$ cat config.mk
export PLATFORM = sky130hd
export DESIGN_NAME = nib_core
export DESIGN_NICKNAME = d
export VERILOG_FILES = /design/src/rtl/nib_pkg.sv /design/src/rtl/nib_regfile.sv /design/src/rtl/nib_alu.sv /design/src/rtl/nib_seq.sv /design/src/rtl/nib_core.sv
export SDC_FILE = /design/constraint.sdc
export NUM_CORES = 1
export LEC_CHECK = 0
export CAP_MARGIN = 20
export CELL_PAD_IN_SITES_DETAIL_PLACEMENT = 1
export CELL_PAD_IN_SITES_GLOBAL_PLACEMENT = 1
export CORE_UTILIZATION = 46
export CTS_BUF_LIST = sky130_fd_sc_hd__clkbuf_4
export CTS_CLUSTER_DIAMETER = 30
export DETAILED_ROUTE_END_ITERATION = 12
export DONT_BUFFER_PORTS = 1
export PLACE_DENSITY = 0.71
export REMOVE_ABC_BUFFERS = 1
export SYNTH_ARGS = -nofsm -noshare
export SYNTH_HDL_FRONTEND = slang
export SYNTH_SLANG_ARGS = --single-unit
export TNS_END_PERCENT = 20
$ cat constraint.sdc
create_clock -name clk -period 3.75 [get_ports clk]
set_input_delay 0.1875 -clock clk [delete_from_list [all_inputs] [get_ports clk]]
set_output_delay 0.1875 -clock clk [all_outputs]
set_load 0.005 [all_outputs]
$ cat src/rtl/nib_pkg.sv
package nib_pkg;
    localparam int DW    = 8;
    localparam int AW    = 8;
    localparam int NREG  = 16;
    localparam int RIW   = $clog2(NREG);
    localparam int IW    = 16;

    typedef enum logic [3:0] {
        OP_LDD  = 4'b0000,
        OP_STD  = 4'b0001,
        OP_STI  = 4'b0010,
        OP_LDI  = 4'b0011,
        OP_ADD  = 4'b0100,
        OP_SUB  = 4'b0101,
        OP_BRZ  = 4'b0110,
        OP_STOP = 4'b1111
    } opcode_e;

    typedef enum logic [2:0] {
        PH_FETCH = 3'd0,
        PH_DEC   = 3'd1,
        PH_OPND  = 3'd2,
        PH_EXEC  = 3'd3,
        PH_STORE = 3'd4
    } phase_e;

    typedef struct packed {
        logic [3:0]     op;
        logic [RIW-1:0] rn;
        logic [7:0]     arg;
    } instr_t;

    function automatic logic [AW-1:0] sext_off(input logic [7:0] off);
        return AW'($signed(off));
    endfunction

    function automatic logic writes_reg(input logic [3:0] op);
        return (op == OP_LDD) || (op == OP_LDI) || (op == OP_ADD) || (op == OP_SUB);
    endfunction
endpackage

$ cat src/rtl/nib_regfile.sv
module nib_regfile #(
    parameter int W     = 8,
    parameter int DEPTH = 16,
    localparam int IXW  = $clog2(DEPTH)
) (
    input  logic           clk,
    input  logic           rst,
    input  logic [IXW-1:0] ra,
    input  logic [IXW-1:0] rb,
    output logic [W-1:0]   qa,
    output logic [W-1:0]   qb,
    input  logic           we,
    input  logic [IXW-1:0] wa,
    input  logic [W-1:0]   wd
);
    logic [W-1:0] regs [DEPTH];

    generate
        for (genvar g = 0; g < DEPTH; g++) begin : g_reg
            always_ff @(posedge clk) begin
                if (rst)
                    regs[g] <= '0;
                else if (we && (wa == IXW'(g)))
                    regs[g] <= wd;
            end
        end
    endgenerate

    assign qa = regs[ra];
    assign qb = regs[rb];
endmodule

$ cat src/rtl/nib_alu.sv
module nib_alu #(
    parameter int W = 8
) (
    input  logic [W-1:0] a,
    input  logic [W-1:0] b,
    input  logic         sub,
    output logic [W-1:0] y
);
    always_comb begin
        if (sub)
            y = a - b;
        else
            y = a + b;
    end
endmodule

$ cat src/rtl/nib_seq.sv
module nib_seq
    import nib_pkg::*;
(
    input  logic   clk,
    input  logic   rst,
    input  logic   park,
    output phase_e phase
);
    always_ff @(posedge clk) begin
        if (rst)
            phase <= PH_FETCH;
        else begin
            unique case (phase)
                PH_FETCH: phase <= PH_DEC;
                PH_DEC:   phase <= PH_OPND;
                PH_OPND:  phase <= PH_EXEC;
                PH_EXEC:  phase <= PH_STORE;
                PH_STORE: phase <= park ? PH_STORE : PH_FETCH;
                default:  phase <= PH_FETCH;
            endcase
        end
    end


    dec_to_opnd_chk: assert property (@(posedge clk) disable iff (rst)
        (phase == PH_DEC) |=> (phase == PH_OPND));


    exec_to_store_chk: assert property (@(posedge clk) disable iff (rst)
        (phase == PH_EXEC) |=> (phase == PH_STORE));
endmodule

$ cat src/rtl/nib_core.sv
module nib_core
    import nib_pkg::*;
(
    input  logic          clk,
    input  logic          rst,
    output logic [AW-1:0] imem_addr,
    input  logic [IW-1:0] imem_rdata,
    output logic [AW-1:0] dmem_addr,
    input  logic [DW-1:0] dmem_rdata,
    output logic          dmem_we,
    output logic [DW-1:0] dmem_wdata,
    output logic          halted,
    output logic [AW-1:0] dbg_pc
);
    phase_e        phase;
    instr_t        ir;
    logic [AW-1:0] pc;
    logic [DW-1:0] opa, opb, res;
    logic [DW-1:0] rf_qa, rf_qb, alu_y;
    logic          rf_we;

    nib_seq u_seq (
        .clk   (clk),
        .rst   (rst),
        .park  (halted),
        .phase (phase)
    );

    nib_regfile #(.W(DW), .DEPTH(NREG)) u_rf (
        .clk (clk),
        .rst (rst),
        .ra  (ir.rn),
        .rb  (ir.arg[7:4]),
        .qa  (rf_qa),
        .qb  (rf_qb),
        .we  (rf_we),
        .wa  (ir.rn),
        .wd  (res)
    );

    nib_alu #(.W(DW)) u_alu (
        .a   (opa),
        .b   (opb),
        .sub (ir.op == OP_SUB),
        .y   (alu_y)
    );

    always_ff @(posedge clk) begin
        if (rst) begin
            pc     <= '0;
            ir     <= '0;
            opa    <= '0;
            opb    <= '0;
            res    <= '0;
            halted <= 1'b0;
        end else begin
            unique case (phase)
                PH_FETCH: begin
                    ir <= instr_t'(imem_rdata);
                    pc <= pc + AW'(1);
                end
                PH_DEC: begin
                    if (ir.op == OP_STOP)
                        halted <= 1'b1;
                end
                PH_OPND: begin
                    opa <= rf_qa;
                    if (ir.op == OP_LDD)
                        opb <= dmem_rdata;
                    else if (ir.op == OP_LDI)
                        opb <= ir.arg;
                    else
                        opb <= rf_qb;
                end
                PH_EXEC: begin
                    if ((ir.op == OP_ADD) || (ir.op == OP_SUB))
                        res <= alu_y;
                    else
                        res <= opb;
                    if ((ir.op == OP_BRZ) && (opa == '0))
                        pc <= pc + sext_off(ir.arg);
                end
                default: ;
            endcase
        end
    end

    assign rf_we      = (phase == PH_STORE) && writes_reg(ir.op) && !halted;
    assign dmem_we    = (phase == PH_STORE) && !halted &&
                        ((ir.op == OP_STD) || (ir.op == OP_STI));
    assign dmem_addr  = ((phase == PH_STORE) && (ir.op == OP_STI)) ? opa : ir.arg;
    assign dmem_wdata = (ir.op == OP_STI) ? opb : opa;
    assign imem_addr  = pc;
    assign dbg_pc     = pc;


    fetch_step_chk: assert property (@(posedge clk) disable iff (rst)
        (phase == PH_FETCH) |=> (pc == AW'($past(pc) + AW'(1))));


    we_in_store_chk: assert property (@(posedge clk) disable iff (rst)
        dmem_we |-> (phase == PH_STORE));


    single_pulse_chk: assert property (@(posedge clk) disable iff (rst)
        dmem_we |=> !dmem_we);


    halt_sticky_chk: assert property (@(posedge clk) disable iff (rst)
        halted |=> halted);


    halt_freeze_chk: assert property (@(posedge clk) disable iff (rst)
        halted |=> ($stable(pc) && !dmem_we));
endmodule

==> impl_metrics.csv, run 1 <==
group,metric,value,unit
routing,ant_nets,0,
logic_synthesis,yosysWarningCount,0,
global_routing,grt_util_all_layers,27.31,%
power,power_density,393.8,nW/um^2
power,peakVddDrop,0.1832,mV
clock_tree,clockBufferDepth,2,
clock_tree,clk_latency,0.59,ns
timing,fmaxAchievable,339.8,MHz
clock_tree,path_clk_slew,0.16,ns
logic_synthesis,synth_cell_type_count,58,
placement,hpwl,22.04,mm
global_routing,grt_start_max_net_pins,55,
global_routing,antenna_found_initial,1,
setup_path,crit_start,"ir[14]$_SDFFE_PP0P_",
timing,max-slew-margin-rel,41.06,%
final_layout,area_growth,7.406,%
min_path,hold_depth,2,
floorplanning,fp.dieW,151.4,um
logic_synthesis,syn_avg_cell_area,12.27,sq um
setup_path,r2r_end,"res[7]$_SDFFE_PP0N_",
logic_synthesis,synth-edff-count,128,
global_routing,grt-ovfl-total,0,
setup_path,cpMaxStageDelayCell,"dfxtp_1",
final_layout,fillCellCount,2250,
floorplanning,io_pins,60,
setup_path,worst-r2r-setup-slack,0.81,ns
logic_synthesis,netlist_area,10270,sq um
power,finalPower,0.004344,W
final_layout,drive_gt1_share,21.40,%
setup_path,arrival,3.44,ns
setup_path,cp_slowest_stage_delay,0.57,ns
setup_path,rr_worst_depth,9,
routing,dr.pass1.iters,5,
logic_synthesis,synth-async-reset-ratio,0,%
placement,dp_slack,0.8169,ns
logic_synthesis,ys.flop_type,"edfxtp_1",
floorplanning,core-area,21890,sq um
setup_path,crit_fanout,10,
outcome,outcome,"finished clean",
global_routing,grt_pass1_wl,44.59,mm
floorplanning,dieArea,22930,sq um
clock_tree,numCtsBuffers,17,
routing,drt_iter0_drc,414,
routing,via_count,7058,
routing,viasPerCell,6.213,
final_layout,layout_commonest_cell,"and2_1",
final_layout,layout_common_cells,"and2_1 (138), edfxtp_1 (128), mux4_2 (64)",
timing,setup_tns,0,ns
timing,post-route-period-util,78.48,%
logic_synthesis,yosys_register_bits,184,
logic_synthesis,synth_cells,837,
setup_path,crit_chain,"nor4bb_1, buf_4, mux2i_1, ha_1, nor2b_1, o31a_1, o21ai_0, nor4_1, or3_1",
timing,hold_ws,0.1145,ns
min_path,min_from,"rst",
floorplanning,die_h,151.4,um
routing,wl_per_cell,26.14,um
final_layout,nets,886,
setup_path,path_class,"reg -> reg",
global_routing,first_global_vias,7265,
timing,setup_violations,0,
timing,fin_crit,2.943,ns
placement,numPortBuffers,0,
setup_path,start_kind,"flop",
floorplanning,num_rows,54,
job,cap_violations,0,
logic_synthesis,yosysTopAreaCell,"edfxtp_1",
timing,final_max_slew_viol_count,0,
min_path,min_to,"dbg_pc[7]$_SDFFE_PP0P_",
timing,tightest_slew,0.8823,ns
setup_path,r2r_start,"ir[14]$_SDFFE_PP0P_",
power,leakage,3.803,nW
logic_synthesis,yosysTopAreaCellShare,37.42,%
routing,drcViolationCount,0,
setup_path,endpoint_kind,"flop",
logic_synthesis,yosysSeqAreaShare,48.34,%
clock_tree,cts_resized,0,
clock_tree,clock-sinks,184,
clock_tree,htree_levels,4,
min_path,worstHoldPathType,"in -> reg",
timing,finalHoldViolCount,0,
clock_tree,clockRootBuffer,"clkbuf_4",
logic_synthesis,synth_area_leaders,"edfxtp_1 (37%), mux4_2 (14%), dfxtp_1 (11%)",
timing,skew,0.02540,ns
timing,rsz0062_at_grt,"false",
floorplanning,initial_core_util,46.92,%
routing,wl,29.70,mm
placement,gp_congestion,0.9242,
timing,finalWorstSetupSlack,0.8071,ns
clock_tree,cts_tree,"yes",
setup_path,critPathRequiredTime,4.25,ns
[registers in the layout (all words and copies together), names as in the netlist, named ones only]
signal,cells
opa,8
u_rf.regs,128
dbg_pc,8
ir,16
opb,8
u_seq.phase,3
res,8
halted,1
[what timing repair did]
item | CTS | global route
hold buffers | 26 | 0
hold endpoints to repair | 55 | 0
setup buffers | 0 | 0
[cells by family after synthesis]
kind of cell | share of synthesized area, %
simple gates | 18.09
buf+inv | 3.289
fa+ha+maj | 2.217
compound gates | 8.722
flops | 48.34
mux | 17.91
xor+xnor | 1.438
[through the flow]
step                instance area (sq um)  std cells  utilization, %
floorplan                            9956        770               -
global placement                    10520       1078           48.05
detailed placement                  10520       1078           48.05
CTS                                 11030       1135           50.38
global route                        11030       1136           50.39
finish                              11030       1136           50.39
[worst max-delay path: cells and delay by family (launching register included)]
kind                     cells  cell delay [ns]
adder cells (fa/ha/maj)      1             0.27
buffers and inverters        1             0.22
flip-flops                   1             0.57
multiplexers                 1             0.29
AND/OR/NAND/NOR              4             0.96
AO/OA/AOI/OAI                2             0.54
[worst max-delay path by stage]
stage | slack [ns] | depth (start not counted) | endpoint
after CTS | 0.82 | 9 | res[7]$_SDFFE_PP0N_
after global placement | 0.89 | 9 | res[7]$_SDFFE_PP0N_
final | 0.81 | 9 | res[7]$_SDFFE_PP0N_
after detailed placement | 0.82 | 9 | res[7]$_SDFFE_PP0N_
after global routing | 0.68 | 9 | res[7]$_SDFFE_PP0N_
after floorplan | 0.79 | 2 | u_rf.regs[13][0]$_SDFFCE_PN0P_
[synthesized netlist by cell type (all sizes together) (16+ instances only)]
cell type / number
o22ai: 16
and2: 138
clkbuf: 35
mux2: 30
a22oi: 16
nor2: 47
o21ai: 19
nand2: 55
buf: 32
a21oi: 52
mux4: 64
nor3: 20
dfxtp: 56
edfxtp: 128
[where the power goes]
group,internal [W],switching (W)
clock,0.000276,0.000756
sequential,0.00226,0.000162
combinational,0.000412,0.000480
[per-layer routing]
layer / vias up / global-route usage [%] / part of all wire, %
li1: 3137 / - / -
met1: 3580 / 35.21 / 42
met2: 286 / 44.70 / 48
met3: 55 / 4.940 / 5.6
met4: 0 / 12.45 / 4.0
met5: - / 0 / 0
[cell type report]
cell class | count | area (sq um) | area share (%)
antenna | 1 | 2.502 | 0.02268
clock buffer | 17 | 127.6 | 1.157
clock inverter | 14 | 112.6 | 1.021
inverter | 6 | 22.52 | 0.2042
multi-input combinational | 580 | 4969 | 45.04
sequential | 184 | 4967 | 45.03
tap | 280 | 350.3 | 3.176
timing repair buffer | 54 | 480.5 | 4.355
(Power assumes the default switching activity.)
==> inputs of run 2 (changes only) <==
--- a/config.mk
+++ b/config.mk
@@ -13,7 +13,7 @@
 export CTS_CLUSTER_DIAMETER = 30
 export DETAILED_ROUTE_END_ITERATION = 12
 export DONT_BUFFER_PORTS = 1
-export PLACE_DENSITY = 0.71
+export PLACE_DENSITY = 0.74
 export REMOVE_ABC_BUFFERS = 1
 export SYNTH_ARGS = -nofsm -noshare
 export SYNTH_HDL_FRONTEND = slang
==> constraint.sdc (replaced) <==
create_clock -name clk -period 2.4 [get_ports clk]
set_input_delay 0.12 -clock clk [delete_from_list [all_inputs] [get_ports clk]]
set_output_delay 0.12 -clock clk [all_outputs]
set_load 0.005 [all_outputs]
==> impl_metrics.csv, run 2 (synthesized netlist as in run 1, its figures left out) <==
group,metric,value,unit
outcome,outcome,"complete, but fails checks",
outcome,violations,"negative setup slack",
setup_path,r2r_start,"ir[13]$_SDFFE_PP0P_",
timing,finalHoldViolCount,0,
floorplanning,die_h,151.4,um
floorplanning,num_rows,54,
timing,tightest_slew,0.8556,ns
timing,fin_crit,2.442,ns
timing,final_max_slew_viol_count,0,
timing,finalWorstSetupSlack,-0.04209,ns
routing,met1_length,12.67,mm
setup_path,arrival,2.95,ns
routing,dr.pass1.iters,5,
final_layout,area_growth,13.21,%
clock_tree,clock-sinks,184,
timing,setup_tns,-0.1200,ns
final_layout,final_area,11630,sq um
clock_tree,numCtsBuffers,17,
timing,fmaxAchievable,409.5,MHz
routing,met2WireLength,15.54,mm
global_routing,grt_util_all_layers,28.37,%
power,peakVddDrop,0.3620,mV
final_layout,largest_reg_flops,128,
floorplanning,dieArea,22930,sq um
final_layout,largest_register,"u_rf.regs",
floorplanning,core-area,21890,sq um
final_layout,layout_commonest_cell,"and2_1",
job,cap_violations,0,
routing,wl_per_cell,26.75,um
routing,ant_nets,0,
routing,via_count,7346,
clock_tree,path_clk_slew,0.16,ns
setup_path,critPathRequiredTime,2.90,ns
final_layout,drive_gt1_share,27.56,%
placement,dpl-instance-area,10810,sq um
global_routing,first_global_vias,7519,
min_path,worstHoldPathType,"in -> reg",
clock_tree,clockBufferDepth,2,
floorplanning,fp.dieW,151.4,um
global_routing,grt_start_max_net_pins,43,
setup_path,rr_worst_depth,12,
floorplanning,io_pins,60,
routing,drt_iter0_drc,593,
global_routing,grt-ovfl-total,0,
timing,max-slew-margin-rel,42.88,%
setup_path,crit_fanout,5,
placement,numPortBuffers,0,
routing,wl,31.59,mm
timing,skew,0.02408,ns
setup_path,start_kind,"flop",
setup_path,r2r_end,"res[7]$_SDFFE_PP0N_",
clock_tree,clk_latency,0.61,ns
global_routing,grt_pass1_wl,46.59,mm
clock_tree,cts_tree,"yes",
setup_path,endpoint_kind,"flop",
routing,viasPerCell,6.220,
timing,setup_violations,4,
routing,met3WireLength,2.043,mm
power,power_density,623.7,nW/um^2
min_path,min_from,"dmem_rdata[5]",
global_routing,antenna_found_initial,1,
min_path,hold_depth,3,
power,leakage,4.124,nW
placement,hpwl,22.73,mm
setup_path,crit_start,"ir[13]$_SDFFE_PP0P_",
routing,drcViolationCount,0,
setup_path,path_class,"reg -> reg",
clock_tree,clockRootBuffer,"clkbuf_4",
min_path,min_to,"opb[5]$_SDFFE_PP0P_",
final_layout,nets,931,
setup_path,worst-r2r-setup-slack,-0.04,ns
floorplanning,initial_core_util,46.92,%
timing,post-route-period-util,101.8,%
routing,top_layer,"met4",
placement,gp_congestion,0.9068,
final_layout,top_regs,"u_rf.regs (128), ir (16)",
clock_tree,htree_levels,4,
timing,rsz0062_at_grt,"true",
final_layout,layout_common_cells,"and2_1 (137), edfxtp_1 (128), mux4_2 (64)",
-- run 2: cell count changes in the layout (fill, tap and decap cells not counted), moves of 5 or more --
cell,previous run,this run
buf_4,28,58
dlygate4sd3_1,25,32
buf_12,1,6
a21oi_1,52,46
a21oi_2,0,6
dfxtp_1,54,49
-- run 2: layout make-up --
| type | instances | area (sq um) |
|---|---|---|
| antenna | 1 | 2.502 |
| clock buffer | 17 | 127.6 |
| clock inverter | 14 | 153.9 |
| fill | 2248 | 10260 |
| inverter | 6 | 22.52 |
| multi-input combinational | 580 | 5085 |
| sequential | 184 | 4976 |
| tap | 280 | 350.3 |
| timing repair buffer | 99 | 909.6 |
-- run 2: metrics by stage --
| stage | worst slack (ns) | util [%] | instances | hold WS [ns] | total power (W) |
|---|---|---|---|---|---|
| after floorplan | -0.5622 | - | 770 | 0.1891 | 0.004721 |
| after global placement | -0.01070 | 49.40 | 1109 | 0.1913 | 0.005302 |
| after detailed placement | -0.1731 | 49.40 | 1109 | 0.1973 | 0.005340 |
| after global routing | -0.1487 | 53.12 | 1181 | 0.03207 | 0.007524 |
| final | -0.04209 | 53.12 | 1181 | 0.008620 | 0.007252 |
| after CTS | -0.09289 | 52.34 | 1174 | 0.003161 | 0.007130 |
-- run 2: critical path, cell delays in order (launching register included) --
cell,delay [ns]
dfxtp_2,0.38
nor4bb_4,0.29
buf_4,0.19
buf_4,0.12
a21oi_1,0.04
xnor2_1,0.13
ha_1,0.33
buf_4,0.11
nor2_1,0.04
o21ai_1,0.14
o21ai_2,0.08
and3_1,0.17
or3_1,0.32
-- run 2: metal layers --
layer | GRT usage, % | up-vias
met4 | 13.60 | 0
met1 | 35.54 | 3707
met3 | 4.639 | 64
met5 | 0 | -
li1 | - | 3244
met2 | 47.69 | 331
-- run 2: what timing repair did --
item	4_1_cts	5_1_grt
setup endpoints to repair	14	10
gates resized for setup	5	30
setup buffers	1	6
pin swaps	1	15
hold buffers	33	0
hold endpoints to repair	56	0
-- run 2: report_power, final --
group          internal (W)  switching, W
Clock              0.000469       0.00128
Combinational      0.000865      0.000938
Sequential          0.00353      0.000171
Total               0.00487       0.00239
-- run 2: worst max-delay path by stage --
| stage | endpoint | slack [ns] | depth (start not counted) |
|---|---|---|---|
| global route | res[7]$_SDFFE_PP0N_ | -0.15 | 11 |
| floorplan | u_rf.regs[13][0]$_SDFFCE_PN0P_ | -0.56 | 2 |
| finish | res[7]$_SDFFE_PP0N_ | -0.04 | 12 |
| global placement | res[7]$_SDFFE_PP0N_ | -0.01 | 9 |
| CTS | res[7]$_SDFFE_PP0N_ | -0.09 | 9 |
| detailed placement | res[7]$_SDFFE_PP0N_ | -0.17 | 9 |
